==> src/rtl/np_trk_pkg.sv <==
package np_trk_pkg;

   localparam int ST_W      = 6;
   localparam int ST_TMO    = 0;
   localparam int ST_UNEXP  = 1;
   localparam int ST_NOSUCC = 2;
   localparam int ST_CABORT = 3;
   localparam int ST_POISON = 4;
   localparam int ST_ECRC   = 5;

   localparam int CODE_W = 3;
   localparam logic [CODE_W-1:0] CODE_OK = 3'b000;
   localparam logic [CODE_W-1:0] CODE_UR = 3'b001;
   localparam logic [CODE_W-1:0] CODE_CA = 3'b100;

   // per-part error flags, packed in status-bit order starting at ST_NOSUCC
   typedef struct packed {
      logic ecrc;
      logic poison;
      logic cabort;
      logic nosucc;
   } part_err_t;

   localparam int PERR_W = $bits(part_err_t);

   function automatic part_err_t decode_cpl(logic [CODE_W-1:0] code,
                                            logic poison, logic ecrc);
      part_err_t e;
      e.nosucc = (code == CODE_UR) || (code == CODE_CA);
      e.cabort = (code == CODE_CA);
      e.poison = poison;
      e.ecrc   = ecrc;
      return e;
   endfunction

endpackage

==> src/rtl/np_trk_alloc.sv <==
module np_trk_alloc #(
   parameter int N     = 8,
   parameter int IDX_W = 3
) (
   input  logic [N-1:0]     busy,
   output logic             any_free,
   output logic [IDX_W-1:0] free_idx
);
   always_comb begin
      any_free = 1'b0;
      free_idx = '0;
      for (int i = N - 1; i >= 0; i--) begin
         if (!busy[i]) begin
            any_free = 1'b1;
            free_idx = IDX_W'(i);
         end
      end
   end
endmodule

==> src/rtl/np_trk_entry.sv <==
module np_trk_entry
   import np_trk_pkg::*;
#(
   parameter int TMO_W  = 24,
   parameter int PART_W = 3
) (
   input  logic              clk,
   input  logic              rst_n,
   input  logic              alloc,
   input  logic [PART_W-1:0] alloc_parts,
   input  logic [TMO_W-1:0]  tmo_load,
   input  logic              cpl_hit,
   input  part_err_t         cpl_err,
   output logic              busy,
   output logic              done,
   output part_err_t         done_err,
   output logic              expired
);
   logic [PART_W-1:0] parts_left;
   logic [TMO_W-1:0]  cnt;
   part_err_t         acc;

   logic hit_live, last_part, cnt_zero;

   assign hit_live  = busy && cpl_hit;
   assign last_part = (parts_left == PART_W'(1));
   assign cnt_zero  = (cnt == '0);

   assign done     = hit_live && last_part;
   assign done_err = acc | cpl_err;
   assign expired  = busy && !cpl_hit && cnt_zero;

   always_ff @(posedge clk or negedge rst_n) begin
      if (!rst_n) begin
         busy       <= 1'b0;
         parts_left <= '0;
         cnt        <= '0;
         acc        <= '0;
      end else if (alloc) begin
         busy       <= 1'b1;
         parts_left <= alloc_parts;
         cnt        <= tmo_load;
         acc        <= '0;
      end else if (busy) begin
         if (hit_live) begin
            acc        <= acc | cpl_err;
            parts_left <= parts_left - PART_W'(1);
            if (last_part) begin
               busy <= 1'b0;
            end
         end else if (cnt_zero) begin
            busy <= 1'b0;
         end
         if (!cnt_zero) begin
            cnt <= cnt - TMO_W'(1);
         end
      end
   end
endmodule

==> src/rtl/np_trk_status.sv <==
module np_trk_status #(
   parameter int W = 6
) (
   input  logic         clk,
   input  logic         rst_n,
   input  logic [W-1:0] set_bits,
   input  logic [W-1:0] clr_bits,
   input  logic [W-1:0] enable,
   output logic [W-1:0] status,
   output logic         irq
);
   always_ff @(posedge clk or negedge rst_n) begin
      if (!rst_n) begin
         status <= '0;
      end else begin
         status <= (status & ~clr_bits) | set_bits;
      end
   end

   assign irq = |(status & enable);
endmodule

==> src/rtl/np_cpl_tracker.sv <==
module np_cpl_tracker
   import np_trk_pkg::*;
#(
   parameter int NUM_ENTRIES = 8,
   parameter int TMO_W       = 24,
   parameter int MAX_PARTS   = 4,
   localparam int IDX_W      = $clog2(NUM_ENTRIES),
   localparam int PART_W     = $clog2(MAX_PARTS + 1)
) (
   input  logic                clk,
   input  logic                rst_n,
   input  logic                req_valid,
   input  logic [PART_W-1:0]   req_parts,
   output logic                req_ready,
   output logic [IDX_W-1:0]    req_tag,
   input  logic                cpl_valid,
   input  logic [IDX_W-1:0]    cpl_tag,
   input  logic [CODE_W-1:0]   cpl_status,
   input  logic                cpl_poison,
   input  logic                cpl_crc_err,
   input  logic [TMO_W-1:0]    tmo_value,
   input  logic [ST_W-1:0]     err_enable,
   input  logic [ST_W-1:0]     err_clear,
   output logic [ST_W-1:0]     err_status,
   output logic                irq
);
   if (NUM_ENTRIES < 2 || (NUM_ENTRIES & (NUM_ENTRIES - 1)) != 0) begin : g_bad_entries
      $error("NUM_ENTRIES must be a power of two of at least 2");
   end
   if (MAX_PARTS < 1) begin : g_bad_parts
      $error("MAX_PARTS must be at least 1");
   end
   if (TMO_W < 1) begin : g_bad_tmo
      $error("TMO_W must be at least 1");
   end

   logic [NUM_ENTRIES-1:0] busy_vec;
   logic [NUM_ENTRIES-1:0] done_vec;
   logic [NUM_ENTRIES-1:0] tmo_vec;
   part_err_t              done_err [NUM_ENTRIES];
   logic                   any_free;
   logic [IDX_W-1:0]       free_idx;
   logic                   take;
   part_err_t              cpl_err;
   part_err_t              rep_err;
   logic                   unexp;
   logic [ST_W-1:0]        set_bits;

   np_trk_alloc #(.N(NUM_ENTRIES), .IDX_W(IDX_W)) u_alloc (
      .busy     (busy_vec),
      .any_free (any_free),
      .free_idx (free_idx)
   );

   assign req_ready = any_free;
   assign req_tag   = free_idx;
   assign take      = req_valid && any_free;
   assign cpl_err   = decode_cpl(cpl_status, cpl_poison, cpl_crc_err);

   for (genvar g = 0; g < NUM_ENTRIES; g++) begin : g_slot
      np_trk_entry #(.TMO_W(TMO_W), .PART_W(PART_W)) u_entry (
         .clk         (clk),
         .rst_n       (rst_n),
         .alloc       (take && (free_idx == IDX_W'(g))),
         .alloc_parts (req_parts),
         .tmo_load    (tmo_value),
         .cpl_hit     (cpl_valid && (cpl_tag == IDX_W'(g))),
         .cpl_err     (cpl_err),
         .busy        (busy_vec[g]),
         .done        (done_vec[g]),
         .done_err    (done_err[g]),
         .expired     (tmo_vec[g])
      );
   end

   always_comb begin
      rep_err = '0;
      for (int i = 0; i < NUM_ENTRIES; i++) begin
         if (done_vec[i]) begin
            rep_err = rep_err | done_err[i];
         end
      end
   end

   assign unexp = cpl_valid && !busy_vec[cpl_tag];

   always_comb begin
      set_bits                             = '0;
      set_bits[ST_TMO]                     = |tmo_vec;
      set_bits[ST_UNEXP]                   = unexp;
      set_bits[ST_NOSUCC +: PERR_W]        = rep_err;
   end

   np_trk_status #(.W(ST_W)) u_status (
      .clk      (clk),
      .rst_n    (rst_n),
      .set_bits (set_bits),
      .clr_bits (err_clear),
      .enable   (err_enable),
      .status   (err_status),
      .irq      (irq)
   );
endmodule

==> config.mk <==
export PLATFORM = sky130hd
export DESIGN_NAME = np_cpl_tracker
export DESIGN_NICKNAME = d
export VERILOG_FILES = /design/src/rtl/np_trk_pkg.sv /design/src/rtl/np_trk_alloc.sv /design/src/rtl/np_trk_entry.sv /design/src/rtl/np_trk_status.sv /design/src/rtl/np_cpl_tracker.sv
export SDC_FILE = /design/constraint.sdc
export NUM_CORES = 1
export LEC_CHECK = 0
export BUFFER_PORTS_ARGS = -buffer_cell sky130_fd_sc_hd__clkbuf_2
export CAP_MARGIN = 10
export CELL_PAD_IN_SITES_DETAIL_PLACEMENT = 0
export CELL_PAD_IN_SITES_GLOBAL_PLACEMENT = 2
export CORE_ASPECT_RATIO = 2
export CORE_UTILIZATION = 43
export CTS_BUF_LIST = sky130_fd_sc_hd__clkbuf_2 sky130_fd_sc_hd__clkbuf_4 sky130_fd_sc_hd__clkbuf_8
export CTS_CLUSTER_DIAMETER = 40
export DETAILED_ROUTE_END_ITERATION = 8
export MAX_ROUTING_LAYER = met4
export PLACE_DENSITY = 0.89
export SYNTH_ARGS = -nofsm -noshare
export SYNTH_HDL_FRONTEND = slang
export SYNTH_SLANG_ARGS = --single-unit
==> constraint.sdc <==
create_clock -name clk -period 5 [get_ports clk]
set_input_delay 0.25 -clock clk [delete_from_list [all_inputs] [get_ports clk]]
set_output_delay 0.25 -clock clk [all_outputs]
set_load 0.05 [all_outputs]
==> results_dict.tcl, run 1 <==
set metrics [dict create \
    critPathKind "flip-flop to flip-flop" \
    fin_util_pct 48.3 \
    wire_per_inst_um 23.1 \
    yosys.area.top_type_share_pct 43.1 \
    chipHeight_um 268 \
    hold_class "input port to flip-flop" \
    finClkSkew_ns 0.0438 \
    ant_nets 0 \
    ioPinCount 62 \
    synth-async-reset-ratio_pct 100 \
    drv_slew 0 \
    gp_congestion 0.856 \
    cts_buffer_depth 3 \
    fin_crit_sh_pct 70.4 \
    post_cts_resize_count 0 \
    port_buffers 61 \
    place_area_mm2 0.0159 \
    fin_crit_ns 3.52 \
    synth_common_cells "262 x dfrtp_1, 251 x nand2_1, 180 x nor2_1, 111 x o21ai_0, 108 x a21oi_1" \
    fin_cells 2290 \
    synth_area_per_cell_um2 8.52 \
    worstPathRequired_ns 5.50 \
    path_max_fanout 14 \
    p_leak_nw 6.87 \
    syn_nets 1859 \
    synth_ff_type "dfrtp_1" \
    cp.arrival_ns 4.02 \
    dieArea_mm2 0.0361 \
    grt.overflow.total 0 \
    cts_num_sinks 262 \
    vias 14000 \
    rows 97 \
    synth.most_common_cell "dfrtp_1" \
    start_util_pct 43.5 \
    stdcell_area_mm2 0.0169 \
    cp-start-kind "flip-flop" \
    fmax_ghz 0.284 \
    netlist-cell-type-count 78 \
    grt_pass1_vias 13700 \
    rsz0062_at_grt "false" \
    hold_viol 0 \
    antenna_found_initial 1 \
    h-tree-depth 2 \
    finalSetupViolCount 0 \
    clock_latency_ns 0.62 \
    synth_edf_count 0 \
    max_slew_margin_pct 17.9 \
    ir_drop_v 0.000342 \
    drive_gt1_share_pct 10.7 \
    grt_pass1_wl_um 81400 \
    tns_ns 0 \
    syn2layout_area_growth_pct 11.2 \
    drv_cap 0 \
    wirelength_um 52800 \
    worstMarginPinSlew_ns 1.22 \
    synth_area_leader_cell "dfrtp_1" \
    cts_buffers 44 \
    synth_area_mm2 0.0152 \
    outcome "completed" \
    cts_tree "done" \
    detailed_place_hpwl_um 35800 \
    core_area_mm2 0.0350 \
    viasPerCell 6.10 \
    yosys_warnings 0 \
    end_kind "flip-flop" \
    cts_root_buffer "clkbuf_8" \
    ys_ff_latch 262 \
    place_inst 2205 \
    track_usage_pct 30.9 \
    post-route-drc-count 0 \
    dr.pass1.iters 5 \
    grt_max_degree 124 \
    power.density_mw_per_mm2 636 \
    nets 1885 \
    n_fill_cell 3496 \
    clk_pin_slew_worst_paths_ns 0.07 \
    hold-worst-slack_ns 0.0424 \
    fp.dieW_um 135 \
    yosysSeqAreaShare_pct 43.1 \
    drtIter0Drc 711 \
    synth_top_cells_by_area "dfrtp_1 43%, nand2_1 6.2%, nor2_1 4.4%" \
    synthCells 1783 \
]
[cell families (layout without fill, tap and decap cells)]
kind of cell | Yosys count | count (layout) | share of synthesized area (%)
flops | 262 | 262 | 43.1
buf+inv | 165 | 225 | 4.32
simple gates | 799 | 799 | 25.8
xor+xnor | 71 | 71 | 4.09
mux | 16 | 16 | 1.25
other cells | 0 | 2 | 0
compound gates | 445 | 445 | 19.3
fa+ha+maj | 25 | 25 | 2.06
[cells in the final DEF, fill, tap and decap left out, drive strengths merged, types with 8 or more instances in the layout]
master	n
o21ai	127
nand2b	12
buf	27
a31oi	10
xnor2	49
a211oi	9
a21oi	108
nor2	181
or2	9
nor4	50
and4b	9
ha	25
and2	11
nor3	75
nor4b	14
xor2	22
o211ai	49
mux2i	10
or4	24
and3	14
nor2b	13
or3	25
inv	56
o311ai	29
a32oi	16
nand4	22
a221o	26
o31ai	13
nand3	64
nor3b	8
dfrtp	262
clkbuf	132
a22oi	16
nand2	251
[metal layers]
metal  GRT usage [%]  vias up  routed length, um
li1                -     6563                  -
met1            33.3     6880              19900
met2            54.2      405              27100
met3            4.24      132               2330
met4            17.6        0               3500
met5               -        -                  0
[power breakdown]
part | total [W] | switching, W | leakage (nW) | internal (W)
clock | 0.00220 | 0.000982 | 0.524 | 0.00122
combinational | 0.00433 | 0.00266 | 3.15 | 0.00167
sequential | 0.00422 | 0.00109 | 3.20 | 0.00313
[per-stage QoR]
stage	setup WS (ns)	total power, W
after floorplan	2.39	0.00727
after CTS	1.49	0.0108
after global placement	1.58	0.00840
after detailed placement	1.55	0.00855
after global routing	1.14	0.0116
final	1.48	0.0107
[final cells by class]
class | count | area, um2 | share of cell area [%]
multi-input combinational | 1356 | 8020 | 47.5
sequential | 262 | 6560 | 38.8
clock buffer | 72 | 922 | 5.46
tap | 445 | 557 | 3.29
timing repair buffer | 90 | 553 | 3.27
inverter | 55 | 206 | 1.22
clock inverter | 8 | 77.6 | 0.459
antenna | 2 | 5.00 | 0.0296
[flip-flops by register name (all words and copies together), names as in the netlist]
| name | cells |
|---|---|
| g_slot.u_entry.parts_left | 24 |
| g_slot.u_entry.cnt | 192 |
| u_status.status | 6 |
| g_slot.u_entry.busy | 8 |
| g_slot.u_entry.acc | 32 |
[path summary, 6_finish.rpt]
path                       cells after the start                      from  slack (ns)                        end
max reg2reg                                    6  g_slot[1].u_entry.cnt[8]        1.48   g_slot[1].u_entry.cnt[2]
max in group asynchronous                      3                     rst_n        3.55  g_slot[7].u_entry.cnt[10]
min                                            4              err_clear[4]        0.04         u_status.status[4]
min reg2reg                                    2  g_slot[7].u_entry.acc[1]        0.49   g_slot[7].u_entry.acc[1]
max                                            6  g_slot[1].u_entry.cnt[8]        1.48   g_slot[1].u_entry.cnt[2]
min in group asynchronous                      2                     rst_n        0.26     g_slot[7].u_entry.busy
[timing repair]
item                                    in CTS  in global routing
setup buffers                                0                  0
hold endpoints to repair                    86                  0
hold buffers                                 3                  0
endpoints found under the setup margin       0                  0
[critical path, stage by stage, from the launching register on]
cell      delay, ns
dfrtp_1        0.47
or4_1          0.64
nor4_1         0.51
a41oi_1        0.62
nor2_1         0.84
o21ai_0        0.20
o211ai_1       0.12
(Power assumes the default switching activity.)
==> inputs of run 2 (changes only) <==
--- a/config.mk
+++ b/config.mk
@@ -10,12 +10,12 @@
 export CELL_PAD_IN_SITES_DETAIL_PLACEMENT = 0
 export CELL_PAD_IN_SITES_GLOBAL_PLACEMENT = 2
 export CORE_ASPECT_RATIO = 2
-export CORE_UTILIZATION = 43
+export CORE_UTILIZATION = 40
 export CTS_BUF_LIST = sky130_fd_sc_hd__clkbuf_2 sky130_fd_sc_hd__clkbuf_4 sky130_fd_sc_hd__clkbuf_8
 export CTS_CLUSTER_DIAMETER = 40
 export DETAILED_ROUTE_END_ITERATION = 8
 export MAX_ROUTING_LAYER = met4
-export PLACE_DENSITY = 0.89
+export PLACE_DENSITY = 0.84
 export SYNTH_ARGS = -nofsm -noshare
 export SYNTH_HDL_FRONTEND = slang
 export SYNTH_SLANG_ARGS = --single-unit
==> constraint.sdc (replaced) <==
create_clock -name clk -period 3.6 [get_ports clk]
set_input_delay 0.18 -clock clk [delete_from_list [all_inputs] [get_ports clk]]
set_output_delay 0.18 -clock clk [all_outputs]
set_load 0.05 [all_outputs]
==> run 2 against run 1 <==
  * Register-to-register slack lost 0.80 ns
  * Sequential power grew 38%
  * Critical path depth shrank 1
  * Hold slack gained 0.0043 ns
  * Global-route usage shrank 0.52 points
  * Maximum frequency grew 20%
  * Routed wire length grew 6.5%
  * Via count grew 1.8%
  * Utilization shrank 2.2 points
  * Largest cell class unchanged
  * Highest routed layer unchanged
==> results_dict.tcl, run 2 (synthesis results as in run 1) <==
set metrics [dict create \
    dieArea_mm2 0.0388 \
    start_util_pct 40.8 \
    p_leak_nw 7.06 \
    finClkSkew_ns 0.0270 \
    viasPerCell 6.07 \
    crit_cells 5 \
    detailed_place_hpwl_um 39100 \
    regMostFlops "g_slot.u_entry.cnt" \
    layout_common_cells "262 x dfrtp_1, 251 x nand2_1, 178 x nor2_1, 111 x o21ai_0, 108 x a21oi_1" \
    largest_reg_flops 192 \
    clk_pin_slew_worst_paths_ns 0.07 \
    r2r_slack_ns 0.67 \
    r2r-start "g_slot[1].u_entry.cnt[8]" \
    max_slew_margin_pct 23.5 \
    crit_buf_inv 0 \
    cp-start-kind "flip-flop" \
    worstMarginPinSlew_ns 1.15 \
    mostFrequentLayoutCell "dfrtp_1" \
    worst_r2r_endpoint "g_slot[1].u_entry.cnt[16]" \
    drive_gt1_share_pct 12.4 \
    chipHeight_um 278 \
    vias 14200 \
    cpLargestDelayFamily "simple AND/OR/NAND/NOR gates" \
    wirelength_um 56300 \
    port_buffers 61 \
    fp.dieW_um 140 \
    clock_latency_ns 0.61 \
    crit_end "g_slot[1].u_entry.cnt[16]" \
    worstPathRequired_ns 4.08 \
    grt_max_degree 128 \
    cts_root_buffer "clkbuf_8" \
    post_cts_resize_count 0 \
    crit_slowest_cell "or4_1" \
    finalSetupViolCount 0 \
    rr_worst_depth 5 \
    cts_buffer_depth 3 \
    track_usage_pct 30.4 \
    gp_congestion 0.894 \
    dr.pass1.iters 7 \
    rsz0062_at_grt "false" \
    nets 1924 \
    hold_class "input port to flip-flop" \
    outcome "completed" \
    critPathKind "flip-flop to flip-flop" \
    postCtsSetupBuffers 0 \
    drv_slew 0 \
    antenna_found_initial 2 \
    post-route-drc-count 0 \
    cts_num_sinks 262 \
    crit_top_cell "nor4_1" \
    multiInputGateArea_mm2 0.00802 \
    tns_ns 0 \
    drtIter0Drc 902 \
    grt_pass1_vias 14400 \
    path_max_fanout 16 \
    end_kind "flip-flop" \
    fin_crit_sh_pct 81.3 \
    cts_buffers 45 \
    slowest_delay_ns 0.64 \
    power.density_mw_per_mm2 886 \
    rows 100 \
    cp.arrival_ns 3.40 \
    syn2layout_area_growth_pct 13.4 \
    grt.overflow.total 0 \
    ir_drop_v 0.000440 \
    setup.worst_path.start "g_slot[1].u_entry.cnt[8]" \
    ioPinCount 62 \
    fmax_ghz 0.342 \
    wire_per_inst_um 24.0 \
    h-tree-depth 2 \
    core_area_mm2 0.0373 \
    regArea_mm2 0.00656 \
    n_fill_cell 3721 \
    hold_viol 0 \
    cts_tree "done" \
    worstHoldPathCells 3 \
    fin_util_pct 46.2 \
    drv_cap 0 \
    largest_registers "g_slot.u_entry.cnt x192, g_slot.u_entry.acc x32, g_slot.u_entry.parts_left x24" \
    cp_cell_sequence "or4_1, nor4_1, a41o_1, nor4_1, a221o_1" \
    fin_crit_ns 2.93 \
    grt_pass1_wl_um 86200 \
    ant_nets 0 \
]
run 2: changes by cell type in the layout (fill, tap and decap cells not counted), moves of 2 or more:
cell           change
clkinv_2           +6
buf_4             +35
clkbuf_4           -4
clkbuf_8           -4
bufinv_16          +2
dlygate4sd3_1      +3
run 2: where the power goes:
| group | switching, W | total (W) | leakage (nW) | internal (W) |
|---|---|---|---|---|
| Sequential | 0.00149 | 0.00583 | 3.20 | 0.00435 |
| Combinational | 0.00385 | 0.00632 | 3.34 | 0.00246 |
| Clock | 0.00139 | 0.00312 | 0.529 | 0.00173 |
| Total | 0.00673 | 0.0153 | 7.06 | 0.00853 |
run 2: per-layer routing:
layer	wire, um	track usage, %
met5	0	-
met4	4290	21.0
met3	2260	3.68
met1	20800	31.9
met2	28900	52.9
run 2: worst min path at each step:
stage	from	to	slack (ns)
2_1_floorplan	rst_n	g_slot[0].u_entry.acc[0]	-0.12
3_3_place_gp	err_clear[1]	u_status.status[1]	0.37
3_5_place_dp	err_clear[1]	u_status.status[1]	0.37
4_1_cts	cpl_poison	g_slot[1].u_entry.acc[2]	0.008
5_1_grt	cpl_poison	g_slot[3].u_entry.acc[2]	0.05
6_report	cpl_poison	g_slot[3].u_entry.acc[2]	0.05
run 2: final cells by class:
type                    count  share of cell area, %
multi-input cells        1356                   46.6
flip-flops and latches    262                   38.1
repair buffers            128                   4.91
clock buffers              64                   4.86
well taps                 459                   3.33
inverters                  55                   1.20
clock inverters            17                   1.02
diodes                      3                 0.0436
run 2: worst min-delay path, stage by stage:
cell	delay, ns
clkbuf_2	0.21
a21oi_1	0.17
nor2_1	0.05
run 2: what timing repair did:
item | CTS | global route
setup endpoints to repair | 0 | 0
hold endpoints to repair | 123 | 0
hold buffers | 6 | 0
run 2: through the flow:
step	std cells	power (W)	hold WS (ns)	instance area (um2)	setup WS, ns
after detailed placement	2254	0.0121	0.374	16100	0.695
final	2344	0.0153	0.0466	17200	0.674
after CTS	2341	0.0153	0.00827	17200	0.679
after global routing	2343	0.0164	0.0532	17200	0.381
after global placement	2254	0.0120	0.373	16100	0.728
after floorplan	1783	0.0101	-0.116	15200	0.986
